### src/rtl/flush_pkg.sv
package flush_pkg;

    typedef enum logic {
        MODE_PASS = 1'b0,
        MODE_DROP = 1'b1
    } flush_mode_e;

    typedef struct packed {
        flush_mode_e mode;
    } ctrl_reg_t;

    typedef struct packed {
        logic open;
    } track_reg_t;

endpackage

### src/rtl/flush_pkt_track.sv
// Tracks whether the upstream stream is inside a packet, counting every
// accepted beat, whether it was forwarded or dropped.
module flush_pkt_track
    import flush_pkg::*;
(
    input  logic clk,
    input  logic rst_n,
    input  logic beat_take,
    input  logic beat_sop,
    input  logic beat_eop,
    output logic in_pkt
);

    track_reg_t trk_d, trk_q;

    always_comb begin
        trk_d = trk_q;
        if (beat_take) begin
            if (beat_eop) begin
                trk_d.open = 1'b0;
            end else if (beat_sop) begin
                trk_d.open = 1'b1;
            end
        end
    end

    always_ff @(posedge clk or negedge rst_n) begin
        if (!rst_n) begin
            trk_q <= '0;
        end else begin
            trk_q <= trk_d;
        end
    end

    assign in_pkt = trk_q.open;

endmodule

### src/rtl/flush_ctrl.sv
// Decides in each cycle whether beats are dropped, applying the framing
// options on entry and on exit.
module flush_ctrl
    import flush_pkg::*;
#(
    parameter bit FRAMED_ENTRY = 1'b1,
    parameter bit FRAMED_EXIT  = 1'b1
) (
    input  logic clk,
    input  logic rst_n,
    input  logic flush_en,
    input  logic in_pkt,
    input  logic in_valid,
    input  logic in_sop,
    output logic dropping
);

    ctrl_reg_t ctl_d, ctl_q;
    logic      entry_ok;
    logic      drop_req;
    logic      hold_exit;

    always_comb begin
        entry_ok  = !FRAMED_ENTRY || !in_pkt;
        drop_req  = flush_en && ((ctl_q.mode == MODE_DROP) || entry_ok);
        hold_exit = FRAMED_EXIT && (ctl_q.mode == MODE_DROP) && !flush_en
                    && !(in_valid && in_sop);
        dropping  = drop_req || hold_exit;
        ctl_d     = ctl_q;
        ctl_d.mode = dropping ? MODE_DROP : MODE_PASS;
    end

    always_ff @(posedge clk or negedge rst_n) begin
        if (!rst_n) begin
            ctl_q <= '{mode: MODE_PASS};
        end else begin
            ctl_q <= ctl_d;
        end
    end

endmodule

### src/rtl/flush_gate.sv
// Handshake gate at ready latency 0 on both sides: it either forwards a
// beat or accepts it and discards it.
module flush_gate #(
    parameter int DATA_W = 32,
    parameter int CHAN_W = 4
) (
    input  logic              dropping,
    input  logic              in_valid,
    output logic              in_ready,
    input  logic              in_sop,
    input  logic              in_eop,
    input  logic [DATA_W-1:0] in_data,
    input  logic [CHAN_W-1:0] in_channel,
    output logic              out_valid,
    input  logic              out_ready,
    output logic              out_sop,
    output logic              out_eop,
    output logic [DATA_W-1:0] out_data,
    output logic [CHAN_W-1:0] out_channel,
    output logic              beat_take
);

    always_comb begin
        in_ready    = dropping ? 1'b1 : out_ready;
        out_valid   = in_valid && !dropping;
        out_sop     = in_sop;
        out_eop     = in_eop;
        out_data    = in_data;
        out_channel = in_channel;
        beat_take   = in_valid && in_ready;
    end

endmodule

### src/rtl/stream_flusher.sv
module stream_flusher
    import flush_pkg::*;
#(
    parameter int DATA_W       = 32,
    parameter int CHAN_W       = 4,
    parameter bit FRAMED_ENTRY = 1'b1,
    parameter bit FRAMED_EXIT  = 1'b1
) (
    input  logic              clk,
    input  logic              rst_n,
    input  logic              flush_en,
    input  logic              in_valid,
    output logic              in_ready,
    input  logic              in_sop,
    input  logic              in_eop,
    input  logic [DATA_W-1:0] in_data,
    input  logic [CHAN_W-1:0] in_channel,
    output logic              out_valid,
    input  logic              out_ready,
    output logic              out_sop,
    output logic              out_eop,
    output logic [DATA_W-1:0] out_data,
    output logic [CHAN_W-1:0] out_channel
);

    logic dropping;
    logic in_pkt;
    logic beat_take;

    flush_ctrl #(
        .FRAMED_ENTRY (FRAMED_ENTRY),
        .FRAMED_EXIT  (FRAMED_EXIT)
    ) u_ctrl (
        .clk      (clk),
        .rst_n    (rst_n),
        .flush_en (flush_en),
        .in_pkt   (in_pkt),
        .in_valid (in_valid),
        .in_sop   (in_sop),
        .dropping (dropping)
    );

    flush_pkt_track u_track (
        .clk       (clk),
        .rst_n     (rst_n),
        .beat_take (beat_take),
        .beat_sop  (in_sop),
        .beat_eop  (in_eop),
        .in_pkt    (in_pkt)
    );

    flush_gate #(
        .DATA_W (DATA_W),
        .CHAN_W (CHAN_W)
    ) u_gate (
        .dropping    (dropping),
        .in_valid    (in_valid),
        .in_ready    (in_ready),
        .in_sop      (in_sop),
        .in_eop      (in_eop),
        .in_data     (in_data),
        .in_channel  (in_channel),
        .out_valid   (out_valid),
        .out_ready   (out_ready),
        .out_sop     (out_sop),
        .out_eop     (out_eop),
        .out_data    (out_data),
        .out_channel (out_channel),
        .beat_take   (beat_take)
    );

endmodule

### config.mk
export PLATFORM = sky130hd
export DESIGN_NAME = stream_flusher
export DESIGN_NICKNAME = d
export VERILOG_FILES = /design/src/rtl/flush_pkg.sv /design/src/rtl/flush_pkt_track.sv /design/src/rtl/flush_ctrl.sv /design/src/rtl/flush_gate.sv /design/src/rtl/stream_flusher.sv
export SDC_FILE = /design/constraint.sdc
export NUM_CORES = 1
export LEC_CHECK = 0
export BUFFER_PORTS_ARGS = -buffer_cell sky130_fd_sc_hd__clkbuf_2
export CELL_PAD_IN_SITES_DETAIL_PLACEMENT = 0
export CELL_PAD_IN_SITES_GLOBAL_PLACEMENT = 1
export CORE_ASPECT_RATIO = 1.25
export CORE_MARGIN = 3
export CORE_UTILIZATION = 11
export DETAILED_ROUTE_END_ITERATION = 10
export PLACE_DENSITY = 0.75
export SYNTH_ARGS = -nofsm -noshare
export SYNTH_HDL_FRONTEND = slang
export SYNTH_HIERARCHICAL = 1
export SYNTH_SLANG_ARGS = --single-unit
### constraint.sdc
create_clock -name clk -period 1 [get_ports clk]
set_input_delay 0 -clock clk [delete_from_list [all_inputs] [get_ports clk]]
set_output_delay 0 -clock clk [all_outputs]
set_load 0.02 [all_outputs]
# Yosys cells after proc, flatten, opt, wreduce, memory -nomap -nowiden
# Index checks and enable logic that the tools add are counted.
# totals
ff_bits	2
input_bits	43
output_inout_bits	40
word_cells	20
# classes
n_mux	4
n_reduce_logical	14
# ops
cell	n
1-bit logical AND	6
1-bit logical NOT	4
1-bit two-way mux	4
1-bit logical OR	2
2-bit AND reduction	1
2-bit nonzero test	1

# Depth between registers and ports, before layout
# Gate-level depths: netlist of the first run.
# depth
depth_word	7
mapped_depth	5
mapped_depth_nobuf	5

# Hierarchy
# Netlist of the first run, hierarchy kept.
# modules_own_cells
mod	seq_area_each_um2	area_each_um2	cells_each	instances
flush_gate	0.0	307.8	41	1
flush_ctrl	25.0	51.3	4	1
flush_pkt_track	25.0	35.0	3	1

# Least setup slack after synthesis of the first run
# Ideal clock, no wire load.
# synth_timing
path_kind	reg2reg
startpoint	register u_track.trk_q (netlist: u_track/in_pkt)
endpoint	register u_track.trk_q (netlist: u_track/in_pkt)
stages_incl_launch_ff	6
t_arrival_ns	0.964
synth_period_minus_slack_ns	1.085
setup_slack_ns	-0.085
path_buffers	0
t_required_ns	0.879
setup_time_ns	0.121
cell_sequence	dfrtp_1 > nor2b_4 > o22a_1 > o21a_1 > a21oi_1 > a21oi_1
# synth_between
elab_chain_len	7
# synth_lines
element	line	source
from (decl)	flush_pkt_track.sv:14	track_reg_t trk_d, trk_q;
from (signal assigned)	flush_pkt_track.sv:31	trk_q <= trk_d;
1-bit logical NOT	flush_ctrl.sv:24	entry_ok = !FRAMED_ENTRY || !in_pkt;
1-bit logical OR	flush_ctrl.sv:25	drop_req = flush_en && ((ctl_q.mode == MODE_DROP) || entry_ok);
1-bit logical AND	flush_ctrl.sv:25	
1-bit logical OR	flush_ctrl.sv:28	dropping = drop_req || hold_exit;
net dropping	stream_flusher.sv:26	logic dropping;
1-bit two-way mux	flush_gate.sv:24	in_ready = dropping ? 1'b1 : out_ready;
1-bit logical AND	flush_gate.sv:30	beat_take = in_valid && in_ready;
net beat_take	stream_flusher.sv:28	logic beat_take;
2-bit AND reduction (no source line)	-	
# The timed path passes the listed nets, and every way through them passes these cells.
# A chain may end at the register's enable or synchronous reset.

# Worst setup path in the final report of the first run
# layout_timing
startpoint	register u_track.trk_q (netlist: u_track/in_pkt)
endpoint	output out_valid
# layout_between
elab_chain_len	6
# layout_lines
element	line	source
1-bit logical NOT	flush_ctrl.sv:24	
1-bit logical OR	flush_ctrl.sv:25	
1-bit logical AND	flush_ctrl.sv:25	
1-bit logical OR	flush_ctrl.sv:28	
net dropping	stream_flusher.sv:26	
1-bit logical NOT	flush_gate.sv:25	out_valid = in_valid && !dropping;
1-bit logical AND	flush_gate.sv:25	
to (decl)	stream_flusher.sv:18	output logic out_valid,
# The timed path passes the listed nets, and every way through them passes these cells.

==> flow_summary.ini, run 1 <==
[synthesis]
synth.avg_cell_area_um2 = 8.21
syn_area_um2 = 394
synth.yosys.warnings = 6
synth_cell_types = 9
synth_nets = 91
ys_seq_area_share_pct = 12.7
postSynthCellCount = 48
ys_ff_latch = 2

[sta]
worst_slew_pin_slew_ns = 0.124
rsz0062_at_grt = yes
clock.fmax_mhz = 803
maxSlewHeadroom_pct = 91.7
hold_viol = 0
finalCriticalPeriod_ns = 1.24
final.setup.tns_ns = -0.595
fin_worst_skew_ns = 0.000530
period_share_pct = 124
setup_violations = 3
fin_ws_ns = -0.245
holdWs_ns = 0.00000885
maxSlewViolCount = 0

[critical_path]
slowest_delay_ns = 0.39
path_cells = nor2b_4 > o22a_1 > and2b_2 > buf_6
cp_top_family = flip-flops
critPathBufInv = 1
cp.arrival_ns = 1.24
crit_required_ns = 1.00
startpoint_type = flip-flop
slowest_stage = dfrtp_1
crit_type = flip-flop to primary output
endpoint_kind = primary output
path_max_fanout = 4

[layout]
multi_input_area_um2 = 58.8
drive_gt1_share_pct = 62.5
final_common_cell = clkbuf_2
diodes = 0
fin_nets = 69
area_growth_pct = -31.1
regArea_um2 = 50.0
final_cell_mix = clkbuf_2 (8), clkbuf_8 (4), dfrtp_1 (2), a21oi_1 (2)
fill_cells = 376

[grt]
grt_antenna_before_repair = 0
grt_overflow_total = 0
grt_pass1_vias = 180
track_usage_pct = 3.63
grt_pass1_wl_um = 897
grt_max_degree = 5

[drt]
wl_per_cell_um = 11.5
ant_nets = 0
dr.pass1.iters = 2
drc = 0
wirelength_um = 699
vias = 184
viasPerCell = 3.02
drt_iter0_drc = 2

[power]
vdd_drop_max_mv = 0.759
p_sw_share_pct = 21.5
switching_power_w = 0.000110
p_leak_nw = 0.119
pwr-share-clk_pct = 60.7
finalPower_w = 0.000513
p_per_area_nw_per_um2 = 1890
p_int_w = 0.000402
pwr-share-seq_pct = 20.4
combPwrFrac_pct = 18.9

[clock_network]
numCtsBuffers = 3
cts-htree-levels = 1
insertion_delay_ns = 0.21
path_clk_slew_ns = 0.03
cts-root-buf = clkbuf_8
clockBufferDepth = 2
cts.sinks = 2
post_cts_buffers = 0
tritoncts = yes

[floorplanning]
die_area_um2 = 4340
die_h_um = 72.9
core_region_area_um2 = 3310
fp.dieW_um = 59.5
num_rows = 23
io_pins = 83
start_util_pct = 11.9

[status]
violations = setup timing
outcome = complete, but fails checks

[placed_design]
place_congestion = 0.512
portBuffers = 10

[hold_path]
holdCritPathClass = input pin to primary output

[run]
maxCapViolCount = 0
[synth_stat cells, drive strengths merged]
library cell  number  area share, %
nor2b              1            3.5
o22a               1            2.2
nand2              1           0.95
and2b              1            2.2
dfrtp              2             13
buf               38             72
o21a               1            1.9
or2                1            1.6
a21oi              2            2.5
[cell families after synthesis]
group	Yosys count	share of synthesized area (%)
and+or+nand+nor	4	8.25
AOI/OAI and AO/OA	4	6.67
buffers and inverters	38	72.4
DFF	2	12.7
[registers in the layout, summed over array words and instances (netlist names)]
| register | cells |
|---|---|
| u_ctrl/ctl_q | 1 |
| u_track/in_pkt | 1 |
[worst register-to-register path, cell delays in order, from the launching register on]
cell and delay (ns):
dfrtp_1 0.37, nor2b_4 0.05, o22a_1 0.21, o21a_1 0.20, a21oi_1 0.12, a21oi_1 0.05
[routing by layer]
layer  vias to the layer above  track usage [%]  wire [µm]  share of wire [%]
met1                        72             1.49        123                 18
met2                        27             3.16        238                 34
met5                         -                0          0                  0
met4                         0             7.14         99                 14
met3                        22             5.84        237                 34
li1                         63                -          -                  -
[final cells by class]
class,count,share of cell area [%]
timing repair buffer,11,27.6
multi-input combinational,8,21.7
sequential,2,18.4
tap,37,17.1
clock buffer,3,15.2
[power by group through the flow]
stage / Combinational [W] / Sequential, W / Clock, W
final: 0.0000970 / 0.000105 / 0.000311
after global routing: 0.000105 / 0.000106 / 0.000328
after CTS: 0.0000929 / 0.000105 / 0.000321
after detailed placement: 0.0000831 / 0.000106 / 0
after global placement: 0.0000804 / 0.000105 / 0
after floorplan: 0.000268 / 0.000104 / 0
[through the flow]
stage / cells / instance area (µm²) / setup WS (ns) / util, %
final: 61 / 272 / -0.245 / 8.20
after global routing: 61 / 272 / -0.320 / 8.20
after CTS: 61 / 265 / -0.254 / 8.02
after detailed placement: 57 / 205 / -0.0842 / 6.20
after global placement: 57 / 205 / -0.0591 / 6.20
after floorplan: 48 / 394 / -0.0327 / -
[timing repair]
| action | CTS | global route |
|---|---|---|
| hold endpoints to repair | 2 | 0 |
| resized for setup | 2 | 3 |
| hold buffers | 1 | 0 |
| endpoints found under the setup margin | 3 | 3 |
| pin swaps | 2 | 2 |
[final timing paths]
path | from | endpoint | slack, ns | depth (start not counted)
max | u_track/in_pkt | out_valid | -0.24 | 4
min | in_data[30] | out_data[30] | 0.000009 | 0
max reg2reg | u_track/in_pkt | u_track/in_pkt | -0.12 | 5
min reg2reg | u_ctrl/ctl_q | u_ctrl/ctl_q | 0.52 | 1
max in group asynchronous | rst_n | u_track/in_pkt | 0.78 | 2
min in group asynchronous | rst_n | u_ctrl/ctl_q | 0.12 | 2
Note: power is estimated with default switching activity, not from simulation.
==> inputs of run 2 (changes only) <==
--- a/config.mk
+++ b/config.mk
@@ -10,10 +10,9 @@
 export CELL_PAD_IN_SITES_GLOBAL_PLACEMENT = 1
 export CORE_ASPECT_RATIO = 1.25
 export CORE_MARGIN = 3
-export CORE_UTILIZATION = 11
+export CORE_UTILIZATION = 12
 export DETAILED_ROUTE_END_ITERATION = 10
-export PLACE_DENSITY = 0.75
+export PLACE_DENSITY = 0.79
 export SYNTH_ARGS = -nofsm -noshare
 export SYNTH_HDL_FRONTEND = slang
-export SYNTH_HIERARCHICAL = 1
 export SYNTH_SLANG_ARGS = --single-unit
==> run 2 against run 1 <==
Against the previous run:
- the flow still finishes with violations (setup timing)
- global-route usage barely moved
- clock skew barely moved
- wire length grew 17%
- worst hold slack about the same
- synthesized cell count is 4.2% higher
- final cell count is 6.6% higher
- largest cell class unchanged
- final area increased by 12%
- sequential power shrank 5%
- critical path type unchanged
- fmax grew 2.5%
- sequential share of layout area decreased by 2.0 points
- register-to-register slack hardly changed
==> flow_summary.ini, run 2 <==
[critical_path]
crit_start = u_ctrl.ctl_q
path_max_fanout = 3
path_cells = nand2b_4 > a22oi_2 > and2_4 > buf_8
slowest_delay_ns = 0.37
reg2reg_depth = 5
r2r-start = u_ctrl.ctl_q
reg2reg_setup_slack_ns = -0.11
r2r_end = u_track.in_pkt
slowest_stage = dfrtp_1
startpoint_type = flip-flop
crit_type = flip-flop to primary output
crit_required_ns = 1.00
endpoint_kind = primary output
cp.arrival_ns = 1.21

[sta]
fin_worst_skew_ns = 0.000382
setup_violations = 4
fin_ws_ns = -0.214
period_share_pct = 121
clock.fmax_mhz = 824
maxSlewHeadroom_pct = 87.5
worst_slew_pin_slew_ns = 0.188
rsz0062_at_grt = yes
hold_viol = 0
maxSlewViolCount = 0
final.setup.tns_ns = -0.497
finalCriticalPeriod_ns = 1.21

[power]
p_per_area_nw_per_um2 = 1660
vdd_drop_max_mv = 0.442
p_leak_nw = 0.142
finalPower_w = 0.000504

[drt]
vias = 208
dr.pass1.iters = 2
viasPerCell = 3.20
wl_per_cell_um = 12.6
drc = 0
ant_nets = 0
wirelength_um = 817
drt_iter0_drc = 2

[synthesis]
async_flop_share_pct = 100
yosysTopAreaCellShare_pct = 69.9
ys_ff_latch = 2
synth.most_common_cell = buf_4
synth_cell_types = 12
syn_area_um2 = 408
synth.yosys.warnings = 0
yosysTopAreaCell = buf_4
synth_nets = 93
postSynthCellCount = 50
synth_top_flop_cell = dfrtp_1
yosys-top-cells-area = buf_4 (70%), dfrtp_1 (12%), nand2b_4 (3.4%)
synth_common_cells = buf_4 (38), dfrtp_1 (2)
synth_edf_count = 0
ys_seq_area_share_pct = 12.3
synth.avg_cell_area_um2 = 8.16

[placed_design]
portBuffers = 10
place_congestion = 0.731

[grt]
grt_pass1_wl_um = 1050
grt_overflow_total = 0
grt_antenna_before_repair = 0
grt_pass1_vias = 227
grt_max_degree = 6
track_usage_pct = 3.68

[layout]
fill_cells = 382
regArea_um2 = 50.0
fin_nets = 73
final_cell_mix = clkbuf_2 (8), clkbuf_8 (3), buf_4 (2), dfrtp_1 (2)
diodes = 0
multi_input_area_um2 = 71.3
final_common_cell = clkbuf_2
drive_gt1_share_pct = 67.9
area_growth_pct = -25.5

[hold_path]
min_to = out_data[26]
min_path_cells = 0
holdCritPathClass = input pin to primary output
worstHoldStart = in_data[26]

[floorplanning]
fp.dieW_um = 58.1
core_region_area_um2 = 3220
num_rows = 23
die_h_um = 71.2
io_pins = 83
die_area_um2 = 4140
start_util_pct = 12.7

[clock_network]
cts-root-buf = clkbuf_8
numCtsBuffers = 3
path_clk_slew_ns = 0.03
tritoncts = yes
clockBufferDepth = 2
cts.sinks = 2
insertion_delay_ns = 0.21
cts-htree-levels = 1

[status]
outcome = complete, but fails checks
violations = setup timing

[run]
maxCapViolCount = 0
## run 2: metrics by stage
| step | cell area, µm² | worst slack, ns | util [%] | std cells | hold WS, ns |
|---|---|---|---|---|---|
| 2_1_floorplan | 408 | 0.0261 | - | 50 | -0.296 |
| 3_3_place_gp | 226 | -0.0120 | 7.03 | 60 | -0.212 |
| 3_5_place_dp | 226 | -0.0565 | 7.03 | 60 | -0.209 |
| 4_1_cts | 294 | -0.206 | 9.12 | 65 | 0.000137 |
| 5_1_grt | 304 | -0.279 | 9.43 | 65 | 0.0000293 |
| 6_report | 304 | -0.214 | 9.43 | 65 | 0.00000884 |
## run 2: power by group
part | total (W) | leakage (nW) | switching (W) | internal, W
combinational | 0.0000943 | 0.0982 | 0.0000430 | 0.0000513
sequential | 0.000100 | 0.0227 | 0.00000879 | 0.0000912
clock | 0.000310 | 0.0216 | 0.0000563 | 0.000254
total | 0.000504 | 0.142 | 0.000108 | 0.000396
## run 2: worst max path at each step
| stage | end | slack (ns) | depth (start not counted) |
|---|---|---|---|
| floorplan | u_track.in_pkt | 0.03 | 4 |
| global placement | u_track.in_pkt | -0.01 | 4 |
| detailed placement | u_track.in_pkt | -0.06 | 4 |
| CTS | out_valid | -0.21 | 4 |
| global route | out_valid | -0.28 | 4 |
| finish | out_valid | -0.21 | 4 |
## run 2: layout make-up
cell class / count / share of cell area, %
Multi-Input combinational cell: 9 / 23.5
Timing Repair Buffer: 13 / 30.0
Clock buffer: 3 / 13.6
Sequential cell: 2 / 16.5
Inverter: 1 / 1.23
Tap cell: 37 / 15.2
## run 2: worst max-delay path: cells and delay by family (launching register included)
kind / cells / cell delay [ns]
DFF: 1 / 0.37
and+or+nand+nor: 2 / 0.32
AOI/OAI and AO/OA: 1 / 0.21
buffers and inverters: 1 / 0.10
## run 2: cells by family (layout without fill, tap and decap cells)
group | count (synthesis) | after routing | synth area share [%]
AOI/OAI and AO/OA | 4 | 4 | 8.28
DFF | 2 | 2 | 12.3
buffers and inverters | 39 | 17 | 70.9
and+or+nand+nor | 5 | 5 | 8.59
## run 2: per-layer routing
metal  up-vias  global-route usage (%)  routed length [µm]
met1        87                    1.54                 159
met2        25                    4.90                 357
met5         -                       0                   0
met4         0                    8.51                 125
met3        20                    2.55                 176
li1         76                       -                   -
## run 2: timing repair
action                     CTS  global route
hold buffers                 1             0
resized for setup            2             5
buffers inserted             1             0
setup endpoints to repair    3             4
pin swaps                    2             2
hold endpoints to repair     2             0
